===== src/rtl/quad_pkg.sv =====
// Package: shared types and helpers for the quadrature position decoder.
// Assumes phase inputs are already synchronised to the system clock.
package quad_pkg;

    // Classification of one sampled phase transition.
    typedef enum logic [1:0] {
        STEP_NONE = 2'd0,
        STEP_FWD  = 2'd1,
        STEP_REV  = 2'd2,
        STEP_BAD  = 2'd3
    } step_t;

    // Position along the Gray cycle 00,01,11,10 for state {A,B}.
    function automatic logic [1:0] gray_rank(input logic [1:0] ab);
        logic [1:0] r;
        case (ab)
            2'b00:   r = 2'd0;
            2'b01:   r = 2'd1;
            2'b11:   r = 2'd2;
            default: r = 2'd3;
        endcase
        return r;
    endfunction

    // Maps the rank difference between two states to a step class.
    function automatic step_t classify(input logic [1:0] prev_ab,
                                       input logic [1:0] cur_ab);
        logic [1:0] diff;
        step_t s;
        diff = gray_rank(cur_ab) - gray_rank(prev_ab);
        case (diff)
            2'd0:    s = STEP_NONE;
            2'd1:    s = STEP_FWD;
            2'd3:    s = STEP_REV;
            default: s = STEP_BAD;
        endcase
        return s;
    endfunction

endpackage


===== src/rtl/quad_phase_track.sv =====
// Module: quad_phase_track
// Keeps the previously sampled {A,B} state and classifies each new sample
// as no change, forward, reverse or illegal. Step output is combinational
// on the current inputs; the error flag is a registered one-cycle pulse.
// Assumes ph_a/ph_b are synchronous to clk. During reset the stored state
// follows the inputs so the state at reset release is never counted.
module quad_phase_track
    import quad_pkg::*;
(
    input  logic  clk,
    input  logic  rst_n,
    input  logic  ph_a,
    input  logic  ph_b,
    output step_t step_o,
    output logic  edge_o,
    output logic  err_o
);

    logic [1:0] prev_q;
    logic [1:0] cur_ab;

    assign cur_ab = {ph_a, ph_b};

    // Classify the transition from the stored state to the present sample.
    always_comb begin
        step_o = classify(prev_q, cur_ab);
        edge_o = (step_o != STEP_NONE);
    end

    // Remember the last sampled phase state (tracks inputs during reset).
    always_ff @(posedge clk) begin
        prev_q <= cur_ab;
    end

    // Raise the error flag for one cycle after an illegal transition.
    always_ff @(posedge clk) begin
        if (!rst_n) begin
            err_o <= 1'b0;
        end else begin
            err_o <= (step_o == STEP_BAD);
        end
    end

    assert_err_follows_R2: assert property (@(posedge clk) disable iff (!rst_n)
        (step_o == STEP_BAD) |=> err_o);

    assert_err_cause_R2: assert property (@(posedge clk) disable iff (!rst_n)
        (step_o != STEP_BAD) |=> !err_o);

endmodule


===== src/rtl/quad_index_cfg.sv =====
// Module: quad_index_cfg
// Holds the index configuration (enable bit and line select) written through
// either channel's command strobe, selects the index line from the bank and
// flags a clearing write (data word of zero). A written configuration acts
// from the next edge on. Assumes both strobes carry the same data word.
module quad_index_cfg #(
    parameter int CMD_W  = 16,
    parameter int LINE_N = 32,
    parameter int EN_BIT = 15,
    parameter int NCH    = 2
) (
    input  logic              clk,
    input  logic              rst_n,
    input  logic [NCH-1:0]    wr_i,
    input  logic [CMD_W-1:0]  data_i,
    input  logic [LINE_N-1:0] lines_i,
    output logic              clr_o,
    output logic              en_o,
    output logic              z_o
);

    localparam int SEL_W = (LINE_N > 1) ? $clog2(LINE_N) : 1;

    logic             any_wr;
    logic             en_q;
    logic [SEL_W-1:0] sel_q;

    // Any channel strobe counts as one write of the shared word.
    always_comb begin
        any_wr = |wr_i;
        clr_o  = any_wr && (data_i == '0);
    end

    // Store enable and line select from each write.
    always_ff @(posedge clk) begin
        if (!rst_n) begin
            en_q  <= 1'b0;
            sel_q <= '0;
        end else if (any_wr) begin
            en_q  <= data_i[EN_BIT];
            sel_q <= data_i[SEL_W-1:0];
        end
    end

    assign en_o = en_q;

    // Pick the index line; out-of-range selections read as low.
    generate
        if (LINE_N == (1 << SEL_W)) begin : g_full
            assign z_o = lines_i[sel_q];
        end else begin : g_partial
            always_comb begin
                if ({1'b0, sel_q} < (SEL_W+1)'(LINE_N)) begin
                    z_o = lines_i[sel_q];
                end else begin
                    z_o = 1'b0;
                end
            end
        end
    endgenerate

    assert_cfg_latch_R6: assert property (@(posedge clk) disable iff (!rst_n)
        (|wr_i) |=> (en_o == $past(data_i[EN_BIT])));

    assert_cfg_hold_R6: assert property (@(posedge clk) disable iff (!rst_n)
        !(|wr_i) |=> $stable(en_o));

endmodule


===== src/rtl/quad_pos_acc.sv =====
// Module: quad_pos_acc
// Signed position accumulator. Priority per edge: clearing write, then
// index zeroing, then the forward or reverse step. Illegal steps hold.
// Wraps modulo 2^POS_W with no saturation.
module quad_pos_acc
    import quad_pkg::*;
#(
    parameter int POS_W = 32
) (
    input  logic             clk,
    input  logic             rst_n,
    input  step_t            step_i,
    input  logic             clr_i,
    input  logic             zero_i,
    output logic [POS_W-1:0] pos_o
);

    localparam logic [POS_W-1:0] ONE = {{(POS_W-1){1'b0}}, 1'b1};

    logic [POS_W-1:0] pos_q;
    logic [POS_W-1:0] pos_d;

    // Choose the next position by priority.
    always_comb begin
        if (clr_i || zero_i) begin
            pos_d = '0;
        end else begin
            case (step_i)
                STEP_FWD: pos_d = pos_q + ONE;
                STEP_REV: pos_d = pos_q - ONE;
                default:  pos_d = pos_q;
            endcase
        end
    end

    // Register the position.
    always_ff @(posedge clk) begin
        if (!rst_n) begin
            pos_q <= '0;
        end else begin
            pos_q <= pos_d;
        end
    end

    assign pos_o = pos_q;

    assert_fwd_step_R1: assert property (@(posedge clk) disable iff (!rst_n)
        (step_i == STEP_FWD && !clr_i && !zero_i) |=> (pos_o == $past(pos_o) + ONE));

    assert_rev_step_R9: assert property (@(posedge clk) disable iff (!rst_n)
        (step_i == STEP_REV && !clr_i && !zero_i) |=> (pos_o == $past(pos_o) - ONE));

    assert_bad_hold_R2: assert property (@(posedge clk) disable iff (!rst_n)
        (step_i == STEP_BAD && !clr_i && !zero_i) |=> $stable(pos_o));

    assert_clear_R4: assert property (@(posedge clk) disable iff (!rst_n)
        clr_i |=> (pos_o == '0));

endmodule


===== src/rtl/quad_pos_decoder.sv =====
// Module: quad_pos_decoder (top)
// 4x quadrature decoder with optional index zeroing. Two command channels
// share one position; a read strobe captures it into two identical ports.
// A capture on the same edge as a clear returns the pre-clear value.
// Assumes ph_a, ph_b and io_lines are already synchronous to clk.
module quad_pos_decoder #(
    parameter int POS_W  = 32,
    parameter int CMD_W  = 16,
    parameter int LINE_N = 32,
    parameter int EN_BIT = 15
) (
    input  logic              clk,
    input  logic              rst_n,
    input  logic              ph_a,
    input  logic              ph_b,
    input  logic [LINE_N-1:0] io_lines,
    input  logic [1:0]        cmd_wr,
    input  logic [CMD_W-1:0]  cmd_data,
    input  logic              rd_stb,
    output logic [POS_W-1:0]  rd_pos_a,
    output logic [POS_W-1:0]  rd_pos_b,
    output logic              trans_err
);
    import quad_pkg::*;

    localparam int NCH = 2;

    step_t            step;
    logic             phase_edge;
    logic             clr;
    logic             idx_en;
    logic             idx_z;
    logic             zero_hit;
    logic [POS_W-1:0] pos;
    logic [POS_W-1:0] rd_q [NCH];

    quad_phase_track u_track (
        .clk    (clk),
        .rst_n  (rst_n),
        .ph_a   (ph_a),
        .ph_b   (ph_b),
        .step_o (step),
        .edge_o (phase_edge),
        .err_o  (trans_err)
    );

    quad_index_cfg #(
        .CMD_W  (CMD_W),
        .LINE_N (LINE_N),
        .EN_BIT (EN_BIT),
        .NCH    (NCH)
    ) u_cfg (
        .clk     (clk),
        .rst_n   (rst_n),
        .wr_i    (cmd_wr),
        .data_i  (cmd_data),
        .lines_i (io_lines),
        .clr_o   (clr),
        .en_o    (idx_en),
        .z_o     (idx_z)
    );

    // Index zeroing only on a phase edge while enabled.
    assign zero_hit = phase_edge && idx_en && idx_z;

    quad_pos_acc #(
        .POS_W (POS_W)
    ) u_acc (
        .clk    (clk),
        .rst_n  (rst_n),
        .step_i (step),
        .clr_i  (clr),
        .zero_i (zero_hit),
        .pos_o  (pos)
    );

    // One capture register per channel port, loaded from the pre-edge position.
    generate
        for (genvar ch = 0; ch < NCH; ch++) begin : g_rd
            always_ff @(posedge clk) begin
                if (!rst_n) begin
                    rd_q[ch] <= '0;
                end else if (rd_stb) begin
                    rd_q[ch] <= pos;
                end
            end
        end
    endgenerate

    assign rd_pos_a = rd_q[0];
    assign rd_pos_b = rd_q[1];

    assert_ports_equal_R3: assert property (@(posedge clk) disable iff (!rst_n)
        rd_pos_a == rd_pos_b);

    assert_read_preclear_R5: assert property (@(posedge clk) disable iff (!rst_n)
        rd_stb |=> (rd_pos_a == $past(pos)));

    assert_index_zero_R7: assert property (@(posedge clk) disable iff (!rst_n)
        (phase_edge && idx_en && idx_z) |=> (pos == '0));

    assert_idle_hold_R7: assert property (@(posedge clk) disable iff (!rst_n)
        (!phase_edge && !clr) |=> $stable(pos));

endmodule


===== config.mk =====
export PLATFORM = sky130hd
export DESIGN_NAME = quad_pos_decoder
export DESIGN_NICKNAME = d
export VERILOG_FILES = /design/src/rtl/quad_pkg.sv /design/src/rtl/quad_phase_track.sv /design/src/rtl/quad_index_cfg.sv /design/src/rtl/quad_pos_acc.sv /design/src/rtl/quad_pos_decoder.sv
export SDC_FILE = /design/constraint.sdc
export NUM_CORES = 1
export LEC_CHECK = 0
export ABC_AREA = 1
export BUFFER_PORTS_ARGS = -buffer_cell sky130_fd_sc_hd__buf_4
export CAP_MARGIN = 20
export CORE_MARGIN = 2
export CORE_UTILIZATION = 62
export CTS_BUF_LIST = sky130_fd_sc_hd__clkbuf_4 sky130_fd_sc_hd__clkbuf_8
export CTS_CLUSTER_DIAMETER = 150
export DETAILED_ROUTE_END_ITERATION = 12
export PLACE_DENSITY_LB_ADDON = 0.12
export SETUP_SLACK_MARGIN = 0.4
export SYNTH_ARGS = -nofsm -noshare
export SYNTH_HDL_FRONTEND = slang
export SYNTH_SLANG_ARGS = --single-unit

===== constraint.sdc =====
create_clock -name clk -period 4.2 [get_ports clk]
set_input_delay 0.42 -clock clk [delete_from_list [all_inputs] [get_ports clk]]
set_output_delay 0.42 -clock clk [all_outputs]
set_load 0.1 [all_outputs]

# Yosys cells after proc, flatten, opt, wreduce, memory -nomap -nowiden
# Memories as Yosys holds them, arrays and structs flattened.
# Index checks and enable logic that the tools add are counted.
# Widths: inputs -> output; s select.
word_totals:
  reg_bits: 41
  ramBits: 64
  in_bits: 55
  output_inout_bits: 65
  wordCells: 46
  n_memories: 1
op_classes:
  addsub: 3
  magnitude_cmp: 1
  n_eq_ne: 9
  n_mux: 12
  bitwise_logic: 3
  n_reduce_logical: 12
mem_list:
  columns: ["memory", "words", "word_bits", "rd", "rd_clocked_by_memory_dff", "write_ports", "line_no", "rtl"]
  rows:
  - ["rd_q", 2, 32, 2, 0, 2, "quad_pos_decoder.sv:35", "logic [POS_W-1:0] rd_q [NCH];"]
ops:
  columns: ["op", "count"]
  rows:
  - ["$mux 32", 2]
  - ["$pmux 32 s2", 1]
  - ["$add 32x1->32 const B", 1]
  - ["$sub 32x1->32 const B", 1]
  - ["$pmux 2 s3", 3]
  - ["$logic_not 16->1", 1]
  - ["$eq 2x2->1 const B", 5]
  - ["$eq 2x1->1 const B", 4]
  - ["$logic_not 2->1", 3]
  - ["$lt 5x6->1 const B", 1]
  - ["$bmux 1 s5", 1]
  - ["$mux 1", 5]
  - ["$reduce_bool 2->1", 2]
  - ["$reduce_or 2->1", 2]
  - ["$logic_and 1x1->1", 3]
  - ["$or 1x1->1", 2]
  - ["$sub 2x2->2", 1]
  - ["$logic_or 1x1->1", 1]
  - ["$not 1->1", 1]

# Longest topological paths before layout
logic_depth:
  ltp_word: 10
  ltp_mapped: 25
  mapped_depth_nobuf: 25

# Cells and area by module
# From an unflattened synthesis, not the netlist that was laid out.
hier_totals:
  cells_unflattened: 1026
  hier_area_um2: 6347.3
by_module_without_submodules:
  columns: ["mod", "instances", "cells_per_inst", "area_per_inst_um2", "seq_area_each_um2"]
  rows:
  - ["quad_pos_acc", 1, 742, 3862.5, 640.6]
  - ["quad_pos_decoder", 1, 137, 1590.3, 960.9]
  - ["quad_index_cfg", 1, 106, 611.8, 120.1]
  - ["quad_phase_track", 1, 41, 282.8, 60.1]

# Worst setup path before layout
# Ideal clock, no wire load.
synth_path:
  kind: "in2reg"
  from: "input port ph_b"
  to: "register u_acc.pos_q[30] (netlist: u_acc.pos_o[30])"
  setup_time_ns: 0.117
  t_arrival_ns: 2.586
  required_time_ns: 4.083
  setup_slack_ns: 1.497
  path_stages: 22
  path_buffers: 2
  path_cell_list: "inv_1 > ha_1 > ha_1 > buf_2 > inv_2 > nand3_4 > buf_12 > nand2_1 > nand2_1 > inv_1 > ha_1 > inv_1 > nand2_1 > nand3_1 > nand2_1 > nand2_1 > nand2_2 > nand2_1 > nand3_1 > nand2_1 > nor2_1 > nor2_1"
synth_between:
  elab_chain_cells: 10
  word_cells_on_any_way: 18
  cone_classes: "add/sub (1); eq/ne (6); mux (3); reduce/logical (8)"
synth_lines:
  columns: ["element", "line_no", "rtl"]
  rows:
  - ["start: declaration", "quad_pos_decoder.sv:15", "input logic ph_b,"]
  - ["$eq 2x2->1, or another cell as far along", "quad_pkg.sv:16", "case (ab)"]
  - ["$pmux 2 s3 (*)", "quad_pkg.sv:16", null]
  - ["$sub 2x2->2 (*)", "quad_pkg.sv:30", "diff = gray_rank(cur_ab) - gray_rank(prev_ab);"]
  - ["$eq 2x2->1, or another cell as far along", "quad_pkg.sv:31", "case (diff)"]
  - ["$pmux 2 s3 (*)", "quad_pkg.sv:31", null]
  - ["$reduce_bool 2->1", "quad_phase_track.sv:27", "edge_o = (step_o != STEP_NONE);"]
  - ["$logic_and 1x1->1 (2 in series)", "quad_pos_decoder.sv:64", "assign zero_hit = phase_edge && idx_en && idx_z;"]
  - ["$logic_or 1x1->1", "quad_pos_acc.sv:25", "if (clr_i || zero_i) begin"]
  - ["$reduce_or 2->1 (no line)", null, null]
  - ["end signal: assignment", "quad_pos_acc.sv:41", "pos_q <= pos_d;"]
  - ["end: declaration", "quad_pos_acc.sv:20", "logic [POS_W-1:0] pos_q;"]
# Every way passes the cells marked *; elsewhere a longest branch is shown, timed or not.
# A chain may end at the register's enable or synchronous reset.

# Worst setup path after layout
layout_path:
  from: "register u_track.prev_q[0]"
  to: "register u_acc.pos_q[26] (netlist: u_acc.pos_o[26])"
layout_between:
  elab_chain_cells: 10
  word_cells_on_any_way: 18
  cone_classes: "add/sub (1); eq/ne (6); mux (3); reduce/logical (8)"
layout_lines:
  columns: ["element", "line_no", "rtl"]
  rows:
  - ["start: declaration", "quad_phase_track.sv:19", "logic [1:0] prev_q;"]
  - ["start signal: assignment", "quad_phase_track.sv:32", "prev_q <= cur_ab;"]
  - ["$eq 2x2->1, or another cell as far along", "quad_pkg.sv:16", null]
  - ["$pmux 2 s3 (*)", "quad_pkg.sv:16", null]
  - ["$sub 2x2->2 (*)", "quad_pkg.sv:30", null]
  - ["$eq 2x2->1, or another cell as far along", "quad_pkg.sv:31", null]
  - ["$pmux 2 s3 (*)", "quad_pkg.sv:31", null]
  - ["$reduce_bool 2->1", "quad_phase_track.sv:27", null]
  - ["$logic_and 1x1->1 (2 in series)", "quad_pos_decoder.sv:64", null]
  - ["$logic_or 1x1->1", "quad_pos_acc.sv:25", null]
  - ["$reduce_or 2->1 (no line)", null, null]
# Marked as above.

==> flow_summary.json <==
{
  "clock-sinks": 73,
  "slew_headroom": 0.3762,
  "crit_type": "register to register",
  "tightest_slew_ps": 934.5,
  "synth_edf_count": 32,
  "floorplan.rows": 35,
  "final_cells": 1018,
  "wirelength_mm": 15.50,
  "skew_ps": 11.97,
  "n_fill_cell": 713,
  "yosys.area.top_type": "edfxtp_1",
  "antenna_found_initial": 0,
  "fin_area_um2": 6676,
  "grt_pass1_vias": 5282,
  "place_hpwl_mm": 11.77,
  "drt.antenna.violating_nets": 0,
  "die_w_um": 100.4,
  "core_um2": 9109,
  "insertion_delay_ps": 360,
  "dieArea_um2": 10090,
  "synth_fp_nets": 887,
  "drt_first_pass_iters": 7,
  "synthFlopType": "dfxtp_1",
  "fin_crit_ps": 3251,
  "post_synth_num_cell_types": 41,
  "fin_crit_sh": 0.7742,
  "cp.arrival_ps": 3510,
  "vias": 5637,
  "power_leakage_uw": 0.003341,
  "worstSetupStartpointType": "register",
  "synthesis.instances": 826,
  "setup_viol": 0,
  "rsz0062_at_grt": "no",
  "cts_buffers": 9,
  "ir_worst_vdd_mv": 0.2465,
  "outcome": "finished clean",
  "cts_buffer_depth": 2,
  "end_kind": "register",
  "max_freq_mhz": 307.6,
  "drv_slew": 0,
  "path_max_fanout": 38,
  "grt_max_degree": 44,
  "power_per_cell_area_nw_per_um2": 527.6,
  "cts_tree": "done",
  "drc": 0,
  "cts.reportedPaths.clkPinSlew_ps": 80,
  "postCtsHoldBufs": 0,
  "maxCapViolCount": 0,
  "avgViaCountPerCell": 5.537,
  "nets": 963,
  "ctsRootBufferMaster": "clkbuf_8",
  "gp_congestion": 0.9801,
  "dp_slack_ps": 818.6,
  "hold_viol": 0,
  "h-tree-depth": 3,
  "synthArstFlopShare": 0,
  "fin_setup_tns_ps": 0,
  "yosysWarnings": 0,
  "num_io_pins": 120,
  "track_usage": 0.3128,
  "drive_gt1_frac": 0.2415,
  "wl_per_cell_um": 15.23,
  "setup_ws_ps": 948.5,
  "numPortBuffers": 119,
  "gr-total-overflow": 0,
  "worstPathRequired_ps": 4460,
  "synthToLayoutAreaGrowth_pct": 15.80,
  "placed_cell_area_um2": 6425,
  "drt_iter0_drc": 365,
  "syn_area_per_cell_um2": 6.980,
  "antennaDiodeCount": 0,
  "die_h_um": 100.4,
  "ys_seq_area_frac": 0.3090,
  "cts_resized": 0,
  "hp-class": "primary input to register",
  "grt_pass1_wl_mm": 24.83,
  "dp.cells": 1001,
  "netlist.area_leader.share": 0.1667,
  "synthTopCellsByArea": "edfxtp_1 (17%), dfxtp_1 (14%), nand2_1 (12%)",
  "netlist_area_um2": 5766,
  "start_util": 0.6330,
  "ys_ff_latch": 73,
  "post-cts-setup-buffers": 0
}
worst max-delay path: stages, from the launching register on:
cell	delay, ps
dfxtp_1	340
inv_1	50
ha_1	270
inv_1	70
ha_1	180
nand3_1	130
nand3_4	110
buf_4	560
nand2_1	160
nand2_1	100
inv_1	60
ha_1	170
inv_1	40
nand2_1	80
nand3_1	100
nand2_1	110
nand2_1	80
nand2_1	100
nand2_1	140
nand2_1	60
nand2_1	50
nand3_1	60
nand2_1	80
inv_1	30
worst paths after layout:
kind,from,endpoint,slack (ps),cells after the start
setup / recovery,u_track.prev_q[0]$_DFF_P_,u_acc.pos_o[26]$_SDFFE_PP0P_,950,23
setup reg to reg,u_track.prev_q[0]$_DFF_P_,u_acc.pos_o[26]$_SDFFE_PP0P_,950,23
hold / removal,ph_b,u_track.prev_q[0]$_DFF_P_,190,1
hold reg to reg,u_cfg.en_o$_SDFFE_PN0P_,u_cfg.en_o$_SDFFE_PN0P_,500,2
cell families after synthesis:
family                     after synthesis  share of synthesized area
muxes                                    8                    0.01389
and+or+nand+nor                        396                     0.3257
AOI/OAI and AO/OA                      123                     0.1345
buffers and inverters                  197                     0.1610
adders and majority gates                6                    0.01302
xor gates and xnor gates                23                    0.04275
DFF                                     73                     0.3090
state kept, by name, indices dropped and copies added (netlist names):
signal          cells
rd_q               32
u_acc.pos_o        32
u_cfg.sel_q         5
u_track.prev_q      2
u_cfg.en_o          1
u_track.err_o       1
power breakdown:
part,total [µW],switching (µW),internal (µW)
Combinational,1870,1350,522
Clock,632,289,343
Sequential,1020,156,860
per-layer routing:
layer,vias to the layer above,part of all wire,GRT usage
li1,2781,-,-
met3,26,0.087,0.04666
met4,0,0.019,0.1170
met1,2561,0.42,0.4084
met5,-,0,0
met2,269,0.47,0.5250
area by class of cell:
| type | instances | area (µm²) | area share |
|---|---|---|---|
| Timing Repair Buffer | 126 | 965.9 | 0.1447 |
| Multi-Input combinational cell | 556 | 3055 | 0.4576 |
| Clock buffer | 10 | 131.4 | 0.01968 |
| Sequential cell | 73 | 1782 | 0.2669 |
| Tap cell | 111 | 138.9 | 0.02080 |
| Clock inverter | 6 | 92.59 | 0.01387 |
| Inverter | 136 | 510.5 | 0.07646 |
cell usage after synthesis (11+ instances only):
cell / instances
o21ai_0: 29
nand2_2: 22
o211ai_1: 17
o41ai_1: 25
nand3_1: 62
inv_1: 128
edfxtp_1: 32
buf_4: 34
nor2_1: 80
dfxtp_1: 41
nand2_1: 184
nand2_4: 13
nor2_2: 12
xor2_1: 18
buf_2: 11
a21oi_1: 34
stage by stage:
step	total power [µW]	utilization	hold slack [ps]
2_1_floorplan	2520	-	447.7
3_3_place_gp	2839	0.7054	474.3
3_5_place_dp	2868	0.7054	478.2
4_1_cts	3492	0.7299	182.7
5_1_grt	3724	0.7330	179.0
6_report	3522	0.7330	185.2
layout by cell type (no fill, tap or decap), drive strengths merged, types with 2 or more instances in the layout:
cell,instances
nand3,64
o41ai,25
clkinv,2
mux2i,8
nor4,3
and3,2
xor2,21
a211oi,2
edfxtp,32
nand2,219
bufinv,2
clkbuf,10
dfxtp,41
xnor2,2
o21ai,39
a21oi,37
ha,6
clkinvlp,2
nor2,100
inv,136
buf,126
o211ai,17
nor3,6
Note: power is estimated with default switching activity, not from simulation.
